==> src/rtl/acc_alu_pkg.sv <==
package acc_alu_pkg;

    localparam int DATA_W = 8;

    typedef enum logic [2:0] {
        OP_ADD = 3'b000,
        OP_ADC = 3'b001,
        OP_SUB = 3'b010,
        OP_SBB = 3'b011,
        OP_AND = 3'b100,
        OP_XOR = 3'b101,
        OP_OR  = 3'b110,
        OP_CMP = 3'b111
    } alu_op_e;

    typedef struct packed {
        logic p;
        logic s;
        logic z;
        logic c;
    } flag_t;

    function automatic logic uses_carry_in(input alu_op_e op);
        return (op == OP_ADC) || (op == OP_SBB);
    endfunction

    function automatic logic is_subtract(input alu_op_e op);
        return (op == OP_SUB) || (op == OP_SBB) || (op == OP_CMP);
    endfunction

    function automatic logic is_bitwise(input alu_op_e op);
        return (op == OP_AND) || (op == OP_XOR) || (op == OP_OR);
    endfunction

endpackage

==> src/rtl/acc_alu_arith.sv <==
module acc_alu_arith
    import acc_alu_pkg::*;
#(
    parameter int W = DATA_W
) (
    input  alu_op_e        op,
    input  logic [W-1:0]   a,
    input  logic [W-1:0]   b,
    input  logic           cin,
    output logic [W-1:0]   res,
    output logic           cout
);
    localparam int EW = W + 1;

    logic [EW-1:0] ext_a;
    logic [EW-1:0] ext_b;
    logic [EW-1:0] ext_c;
    logic [EW-1:0] total;

    assign ext_a = {1'b0, a};
    assign ext_b = {1'b0, b};
    assign ext_c = EW'(uses_carry_in(op) & cin);

    // One extended adder/subtractor: bit W is the carry on add and the borrow on subtract
    always_comb begin
        if (is_subtract(op)) begin
            total = ext_a - ext_b - ext_c;
        end else begin
            total = ext_a + ext_b + ext_c;
        end
        res  = total[W-1:0];
        cout = total[W];
    end

endmodule

==> src/rtl/acc_alu_logic.sv <==
module acc_alu_logic
    import acc_alu_pkg::*;
#(
    parameter int W = DATA_W
) (
    input  alu_op_e        op,
    input  logic [W-1:0]   a,
    input  logic [W-1:0]   b,
    output logic [W-1:0]   res
);
    always_comb begin
        unique case (op)
            OP_AND:  res = a & b;
            OP_XOR:  res = a ^ b;
            OP_OR:   res = a | b;
            default: res = '0;
        endcase
    end

endmodule

==> src/rtl/acc_alu_rotate.sv <==
module acc_alu_rotate #(
    parameter int W = acc_alu_pkg::DATA_W
) (
    input  logic           right,
    input  logic [W-1:0]   a,
    output logic [W-1:0]   res,
    output logic           cout
);
    logic [W-1:0] rol_v;
    logic [W-1:0] ror_v;

    // The bit that leaves one end re-enters the other end
    genvar i;
    generate
        for (i = 0; i < W; i++) begin : g_bit
            assign rol_v[i] = a[(i + W - 1) % W];
            assign ror_v[i] = a[(i + 1) % W];
        end
    endgenerate

    assign res  = right ? ror_v : rol_v;
    assign cout = right ? a[0] : a[W-1];

endmodule

==> src/rtl/acc_alu_flags.sv <==
module acc_alu_flags
    import acc_alu_pkg::*;
(
    input  logic   clk,
    input  logic   rst,
    input  logic   upd_c,
    input  logic   upd_zsp,
    input  flag_t  nxt,
    output flag_t  q
);
    always_ff @(posedge clk) begin
        if (rst) begin
            q <= '0;
        end else begin
            if (upd_c) begin
                q.c <= nxt.c;
            end
            if (upd_zsp) begin
                q.z <= nxt.z;
                q.s <= nxt.s;
                q.p <= nxt.p;
            end
        end
    end

    AST_RESET_CLEARS: assert property (@(posedge clk) rst |=> (q == '0));

    AST_IDLE_HOLDS: assert property (@(posedge clk) disable iff (rst)
        (!upd_c && !upd_zsp) |=> $stable(q));

    AST_CARRY_ONLY_KEEPS_ZSP: assert property (@(posedge clk) disable iff (rst)
        (upd_c && !upd_zsp) |=> ($stable(q.z) && $stable(q.s) && $stable(q.p)));

endmodule

==> src/rtl/acc_alu.sv <==
module acc_alu
    import acc_alu_pkg::*;
#(
    parameter int W = DATA_W
) (
    input  logic          clk,
    input  logic          rst,
    input  logic          op_en,
    input  logic [2:0]    op_code,
    input  logic          rot_en,
    input  logic          rot_right,
    input  logic [W-1:0]  acc_in,
    input  logic [W-1:0]  opnd_in,
    output logic [W-1:0]  acc_out,
    output logic          acc_we,
    output logic          flag_c,
    output logic          flag_z,
    output logic          flag_s,
    output logic          flag_p
);
    alu_op_e      op;
    flag_t        flags_q;
    flag_t        flags_d;
    logic         upd_c;
    logic         upd_zsp;
    logic [W-1:0] ar_res;
    logic         ar_cout;
    logic [W-1:0] lg_res;
    logic [W-1:0] rot_res;
    logic         rot_cout;
    logic [W-1:0] alu_res;
    logic         alu_cy;

    assign op = alu_op_e'(op_code);

    acc_alu_arith #(.W(W)) u_arith (
        .op   (op),
        .a    (acc_in),
        .b    (opnd_in),
        .cin  (flags_q.c),
        .res  (ar_res),
        .cout (ar_cout)
    );

    acc_alu_logic #(.W(W)) u_logic (
        .op  (op),
        .a   (acc_in),
        .b   (opnd_in),
        .res (lg_res)
    );

    acc_alu_rotate #(.W(W)) u_rotate (
        .right (rot_right),
        .a     (acc_in),
        .res   (rot_res),
        .cout  (rot_cout)
    );

    assign alu_res = is_bitwise(op) ? lg_res : ar_res;
    assign alu_cy  = is_bitwise(op) ? 1'b0 : ar_cout;

    // op_en wins over rot_en; with neither high the accumulator passes through unwritten
    always_comb begin
        acc_out = acc_in;
        acc_we  = 1'b0;
        upd_c   = 1'b0;
        upd_zsp = 1'b0;
        flags_d = flags_q;
        if (op_en) begin
            upd_c     = 1'b1;
            upd_zsp   = 1'b1;
            flags_d.c = alu_cy;
            flags_d.z = (alu_res == '0);
            flags_d.s = alu_res[W-1];
            flags_d.p = ~^alu_res;
            if (op != OP_CMP) begin
                acc_out = alu_res;
                acc_we  = 1'b1;
            end
        end else if (rot_en) begin
            upd_c     = 1'b1;
            flags_d.c = rot_cout;
            acc_out   = rot_res;
            acc_we    = 1'b1;
        end
    end

    acc_alu_flags u_flags (
        .clk     (clk),
        .rst     (rst),
        .upd_c   (upd_c),
        .upd_zsp (upd_zsp),
        .nxt     (flags_d),
        .q       (flags_q)
    );

    assign flag_c = flags_q.c;
    assign flag_z = flags_q.z;
    assign flag_s = flags_q.s;
    assign flag_p = flags_q.p;

    AST_CMP_NO_WRITE: assert property (@(posedge clk) disable iff (rst)
        (op_en && op_code == 3'b111) |-> (!acc_we && acc_out == acc_in));

    AST_BITWISE_CLEARS_CARRY: assert property (@(posedge clk) disable iff (rst)
        (op_en && op_code[2] && op_code != 3'b111) |=> !flag_c);

    AST_ZERO_TRACKS_RESULT: assert property (@(posedge clk) disable iff (rst)
        op_en |=> (flag_z == ($past(alu_res) == '0)));

    AST_ROTL_CARRY: assert property (@(posedge clk) disable iff (rst)
        (rot_en && !op_en && !rot_right) |=> (flag_c == $past(acc_in[W-1])));

    AST_ROTR_CARRY: assert property (@(posedge clk) disable iff (rst)
        (rot_en && !op_en && rot_right) |=> (flag_c == $past(acc_in[0])));

    AST_IDLE_NO_WRITE: assert property (@(posedge clk) disable iff (rst)
        (!op_en && !rot_en) |-> (!acc_we && acc_out == acc_in));

endmodule

==> config.mk <==
export PLATFORM = sky130hd
export DESIGN_NAME = acc_alu
export DESIGN_NICKNAME = d
export VERILOG_FILES = /design/src/rtl/acc_alu_pkg.sv /design/src/rtl/acc_alu_arith.sv /design/src/rtl/acc_alu_logic.sv /design/src/rtl/acc_alu_rotate.sv /design/src/rtl/acc_alu_flags.sv /design/src/rtl/acc_alu.sv
export SDC_FILE = /design/constraint.sdc
export NUM_CORES = 1
export LEC_CHECK = 0
export BUFFER_PORTS_ARGS = -buffer_cell sky130_fd_sc_hd__buf_2
export CORE_MARGIN = 1.5
export CORE_UTILIZATION = 58
export DETAILED_ROUTE_END_ITERATION = 7
export PLACE_DENSITY = 0.82
export RECOVER_POWER = 25
export SYNTH_ARGS = -nofsm -noshare
export SYNTH_HDL_FRONTEND = slang
export SYNTH_HIERARCHICAL = 1
export SYNTH_SLANG_ARGS = --single-unit
==> constraint.sdc <==
create_clock -name clk -period 3.9 [get_ports clk]
set_input_delay 0.39 -clock clk [delete_from_list [all_inputs] [get_ports clk]]
set_output_delay 0.39 -clock clk [all_outputs]
set_load 0.05 [all_outputs]
==> results of run 1 <==
## cell families (layout without fill, tap and decap cells)
family / after synthesis / in the layout / synth area share
AO/OA/AOI/OAI: 66 / 66 / 0.223
AND/OR/NAND/NOR: 54 / 54 / 0.141
buffers and inverters: 50 / 90 / 0.0969
adder cells (fa/ha/maj): 45 / 45 / 0.272
multiplexers: 36 / 36 / 0.190
XOR/XNOR: 10 / 10 / 0.0401
flip-flops: 4 / 4 / 0.0367
## what timing repair did
item                       CTS  global route
resized for setup            0             1
buffers inserted             0             1
hold endpoints to repair     0             0
setup endpoints to repair    0             1
## how the worst max path moves through the flow
stage / startpoint / to / cells after the start
2_1_floorplan: u_flags/q[0] / acc_out[5] / 12
3_3_place_gp: op_code[2] / u_flags/q[3] / 17
3_5_place_dp: op_code[2] / u_flags/q[3] / 17
4_1_cts: u_flags/q[0] / u_flags/q[3] / 16
5_1_grt: u_flags/q[0] / u_flags/q[3] / 16
6_report: u_flags/q[0] / acc_out[6] / 13
## layout by cell type, fill, tap and decap left out, drive strengths merged, types with 3 or more instances in the layout
cell type  count
o211a          3
or3            3
a21boi         3
nand2         10
mux2          14
a221o          7
nand2b         5
o21a           4
nand3          5
clkbuf         7
xnor2          6
a21oi         11
o21ai         13
a31oi          4
buf           39
nor2b          5
xor2           4
fa             4
a22o           6
inv           44
dfxtp          4
mux2i         22
nor2           9
o32ai          5
ha            41
## layer usage
metal | global-route usage | vias up | wire length, um | share of wire
li1 | - | 1037 | - | -
met3 | 0.0123 | 15 | 216 | 0.040
met5 | 0 | - | 0 | 0
met2 | 0.456 | 79 | 2560 | 0.47
met4 | 0.0824 | 0 | 108 | 0.020
met1 | 0.356 | 986 | 2570 | 0.47
## through the flow
stage	hold slack (ns)	setup slack, ns	power [uW]
floorplan	0.462	0.138	397
global placement	0.493	0.150	493
detailed placement	0.513	0.110	504
CTS	0.379	0.271	595
global route	0.399	0.0424	652
finish	0.383	0.216	601
## power by group
group	switching [uW]	internal (uW)	total, uW	leakage (uW)
Sequential	4.74	46.8	51.5	0.0000327
Clock	22.8	65.9	88.7	0.0000216
Combinational	269	191	460	0.00124
Total	297	304	601	0.00130
## critical path: cells and delay by family (launching register included)
family | cells | cell delay [ns]
AND/OR/NAND/NOR | 1 | 0.19
buffers and inverters | 3 | 0.46
adder cells (fa/ha/maj) | 2 | 0.80
flip-flops | 1 | 0.34
AO/OA/AOI/OAI | 7 | 1.28
## area by class of cell
| class | count | area (um2) |
|---|---|---|
| timing repair buffer | 43 | 228 |
| clock buffer | 3 | 41.3 |
| multi-input combinational | 211 | 1890 |
| inverter | 44 | 165 |
| sequential | 4 | 80.1 |
| fill | 289 | 1170 |
| tap | 48 | 60.1 |
==> impl_metrics.env, run 1 <==
export IMPL_status="completed"
export IMPL_yosysTopAreaCellShare=0.235
export IMPL_grt_setup_unrepaired="no"
export IMPL_cts_sinks=4
export IMPL_yosysUniqueCellTypes=53
export IMPL_grt_max_degree=18
export IMPL_cts_tree="done"
export IMPL_skew_ns=0.00382
export IMPL_largestRegisters="u_flags/q (4)"
export IMPL_slowest_stage="fa_1"
export IMPL_final_util=0.679
export IMPL_rows=22
export IMPL_die_w_um=64.3
export IMPL_synth_seq_area_share=0.0367
export IMPL_crit_top_cell="fa_1"
export IMPL_via_count=2117
export IMPL_end_kind="primary output"
export IMPL_period_share=0.945
export IMPL_dp_hpwl_um=4380
export IMPL_finalSetupViolations=0
export IMPL_routabilityCongestion=0.908
export IMPL_final_area_um2=2470
export IMPL_area_growth_syn_to_layout_pct=13.1
export IMPL_first_iter_violations=213
export IMPL_fin_setup_tns_ns=0
export IMPL_p_leak_uw=0.00130
export IMPL_maxSlewViolCount=0
export IMPL_cts_buffers=3
export IMPL_overflow=0
export IMPL_worst_pin_slew_ns=0.643
export IMPL_syn_area_per_cell_um2=8.23
export IMPL_nets=376
export IMPL_drive_gt1_frac=0.210
export IMPL_cap_violations=0
export IMPL_drtPass1Iterations=5
export IMPL_hold_path_class="in2reg"
export IMPL_timing_rr_end="u_flags/q[3]"
export IMPL_period_needed_ns=3.68
export IMPL_fin_cells=353
export IMPL_place_inst=349
export IMPL_dieHeight_um=64.3
export IMPL_vdd_drop_max_v=0.0000888
export IMPL_cp_cell_sequence="nand3b_1 -> inv_1 -> fa_1 -> fa_1 -> a21boi_1 -> o31a_1 -> o21ai_0 -> a21oi_1 -> a31oi_1 -> buf_4 -> a22o_1 -> a221o_1 -> buf_2"
export IMPL_async_reset_ff_frac=0
export IMPL_synthTopCellsByCount="44 x inv_1, 41 x ha_1, 22 x mux2i_1, 12 x o21ai_0"
export IMPL_wl_per_cell_um=15.5
export IMPL_yosysWarnings=6
export IMPL_regMostFlops="u_flags/q"
export IMPL_r2r_start="u_flags/q[0]"
export IMPL_synth_edf_count=0
export IMPL_cp_arrival_ns=3.29
export IMPL_syn_instance_count=265
export IMPL_cp_start_kind="register"
export IMPL_io_pins=37
export IMPL_wirelength_um=5460
export IMPL_grt_pass1_wl_um=8760
export IMPL_syn_num_nets=334
export IMPL_r2r_slack_ns=0.27
export IMPL_die_area_um2=4140
export IMPL_hold_path_depth=2
export IMPL_clk_latency_ns=0.22
export IMPL_place_port_buffers=36
export IMPL_timing_fmax_mhz=271
export IMPL_worst_path_largest_cell_delay_ns=0.40
export IMPL_start_util=0.601
export IMPL_antenna_found_initial=0
export IMPL_netlist_area_um2=2180
export IMPL_worstHoldStart="rst"
export IMPL_whs_endpoint="u_flags/q[3]"
export IMPL_grt_pass1_vias=1872
export IMPL_clk_path_buf_depth=2
export IMPL_final_antenna_net_count=0
export IMPL_p_per_area_nw_per_um2=243
export IMPL_cts_htree_levels=1
export IMPL_reg2reg_depth=16
export IMPL_hold_buffers=0
export IMPL_placedInstanceArea_um2=2420
export IMPL_drt_drc_violations_left=0
export IMPL_track_usage=0.265
export IMPL_final_hold_viol_count=0
export IMPL_viasPerCell=6.00
export IMPL_ys_ff_latch=4
export IMPL_worst_path_max_fanout=4
export IMPL_synth_area_top_cells="ha_1 24%, mux2i_1 10%, inv_1 7.6%, mux2_4 6.9%, dfxtp_1 3.7%"
export IMPL_slew_headroom=0.569
export IMPL_synth_most_common_cell="inv_1"
export IMPL_diodes=0
export IMPL_yosysTopAreaCell="ha_1"
export IMPL_cts_root_buf="clkbuf_8"
export IMPL_largest_reg_flops=4
export IMPL_core_area_um2=3630
export IMPL_critPathRequiredTime_ns=3.51
export IMPL_synth_top_flop_cell="dfxtp_1"
export IMPL_critPathKind="reg2out"
export IMPL_clk_pin_slew_ns=0.04
Note: power is estimated with default switching activity, not from simulation.
==> run 2: changes to the inputs <==
Settings changed: CORE_UTILIZATION 58 to 50, PLACE_DENSITY 0.82 to 0.72.
==> impl_metrics.env, run 2 (synthesized netlist as in run 1, its figures left out) <==
export IMPL_cts_root_buf="clkbuf_8"
export IMPL_cap_violations=0
export IMPL_worst_pin_slew_ns=0.685
export IMPL_core_area_um2=4090
export IMPL_largestRegisters="u_flags/q (4)"
export IMPL_final_antenna_net_count=0
export IMPL_skew_ns=0.00484
export IMPL_worst_path_largest_cell_delay_ns=0.47
export IMPL_nets=376
export IMPL_status="completed"
export IMPL_vdd_drop_max_v=0.000115
export IMPL_clkPwrFrac=0.149
export IMPL_path_buf_inv=3
export IMPL_final_util=0.604
export IMPL_hold_path_depth=2
export IMPL_cp_arrival_ns=3.34
export IMPL_critPathKind="reg2out"
export IMPL_cts_buffers=3
export IMPL_grt_pass1_wl_um=9360
export IMPL_slowest_stage="fa_1"
export IMPL_critPathRequiredTime_ns=3.51
export IMPL_wl_per_cell_um=15.9
export IMPL_die_w_um=69.1
export IMPL_cts_tree="done"
export IMPL_sw_frac_of_total=0.496
export IMPL_post_cts_buffers=0
export IMPL_pwr_share_seq=0.085
export IMPL_reg2reg_depth=16
export IMPL_mostFrequentLayoutCells="44 x inv_1, 41 x ha_1, 32 x buf_2"
export IMPL_period_needed_ns=3.73
export IMPL_worst_path_max_fanout=4
export IMPL_via_count=2074
export IMPL_drt_drc_violations_left=0
export IMPL_drtPass1Iterations=5
export IMPL_timing_fmax_mhz=268
export IMPL_area_growth_syn_to_layout_pct=13.1
export IMPL_final_hold_viol_count=0
export IMPL_place_port_buffers=36
export IMPL_period_share=0.957
export IMPL_p_total_uw=602
export IMPL_diodes=0
export IMPL_mostFrequentLayoutCell="inv_1"
export IMPL_grt_max_degree=18
export IMPL_cp_start_kind="register"
export IMPL_p_switching_uw=299
export IMPL_hold_buffers=0
export IMPL_slew_headroom=0.540
export IMPL_r2r_slack_ns=0.25
export IMPL_end_kind="primary output"
export IMPL_finalSetupViolations=0
export IMPL_cp_top_family="compound AO/OA/AOI/OAI gates"
export IMPL_layout_filler_cells=403
export IMPL_regMostFlops="u_flags/q"
export IMPL_grt_pass1_vias=1954
export IMPL_combPwrFrac=0.766
export IMPL_wirelength_um=5630
export IMPL_clk_latency_ns=0.22
export IMPL_dieHeight_um=69.1
export IMPL_track_usage=0.238
export IMPL_post_cts_resized=0
export IMPL_first_iter_violations=225
export IMPL_overflow=0
export IMPL_drive_gt1_frac=0.207
export IMPL_viasPerCell=5.84
export IMPL_io_pins=37
export IMPL_antenna_found_initial=0
export IMPL_dp_hpwl_um=4610
export IMPL_clk_path_buf_depth=2
export IMPL_p_per_area_nw_per_um2=244
export IMPL_rows=23
export IMPL_die_area_um2=4770
export IMPL_routabilityCongestion=0.946
export IMPL_hold_path_class="in2reg"
export IMPL_path_depth=13
export IMPL_maxSlewViolCount=0
export IMPL_clk_pin_slew_ns=0.03
export IMPL_fin_setup_tns_ns=0
export IMPL_cp_cell_sequence="nand3b_1 -> fa_1 -> inv_1 -> fa_1 -> or3b_1 -> a31oi_1 -> o21a_1 -> or3_1 -> a31oi_1 -> buf_4 -> a22o_1 -> a221o_1 -> buf_2"
export IMPL_p_int_uw=303
export IMPL_largest_reg_flops=4
export IMPL_cts_htree_levels=1
export IMPL_start_util=0.534
export IMPL_cts_sinks=4
export IMPL_p_leak_uw=0.00130
## run 2: cell counts in the layout (fill, tap and decap cells not counted)
Identical to the previous run, type by type.
## run 2: through the flow
step                      cells  instance area [um2]  setup slack [ns]  hold slack [ns]
final                       355                 2470             0.169            0.391
after CTS                   354                 2460             0.212            0.383
after detailed placement    351                 2420            0.0798            0.516
after global routing        355                 2470          -0.00109            0.401
after global placement      351                 2420             0.175            0.505
after floorplan             265                 2180             0.138            0.462
## run 2: final cells by class
type / instances / area (um2) / share of cell area
inverters: 44 / 165 / 0.0669
well taps: 50 / 62.6 / 0.0254
clock buffers: 3 / 41.3 / 0.0167
repair buffers: 43 / 228 / 0.0923
multi-input cells: 211 / 1890 / 0.766
flip-flops and latches: 4 / 80.1 / 0.0325
## run 2: worst reg2reg max path, cell delays in order, from the launching register on
cell      delay, ns
dfxtp_1        0.38
nand3b_1       0.19
fa_1           0.47
inv_1          0.10
fa_1           0.18
or3b_1         0.39
a31oi_1        0.18
o21a_1         0.17
o21ai_0        0.09
a31oi_1        0.23
mux2i_1        0.12
ha_1           0.31
xnor2_1        0.20
xnor2_1        0.09
mux2_2         0.26
mux2i_1        0.14
nor2_1         0.05
## run 2: path summary, 6_finish.rpt
kind                              startpoint            to
worst max-delay path            u_flags/q[0]    acc_out[6]
worst min-delay path                     rst  u_flags/q[1]
worst max register to register  u_flags/q[0]  u_flags/q[3]
worst min register to register  u_flags/q[3]  u_flags/q[3]
## run 2: metal layers
metal  GRT usage  vias to the layer above  part of all wire
li1            -                     1043                 -
met1       0.331                      934              0.47
met2       0.397                       84              0.46
met3      0.0205                       13             0.050
met4      0.0545                        0             0.021
met5           0                        -                 0
## run 2: power groups by stage
stage	registers, uW	logic, uW	clock network, uW
after floorplan	69.9	327	0
after global placement	51.5	447	0
after detailed placement	51.8	456	0
after CTS	50.8	458	92.2
after global routing	52.2	506	95.3
final	51.0	461	90.0
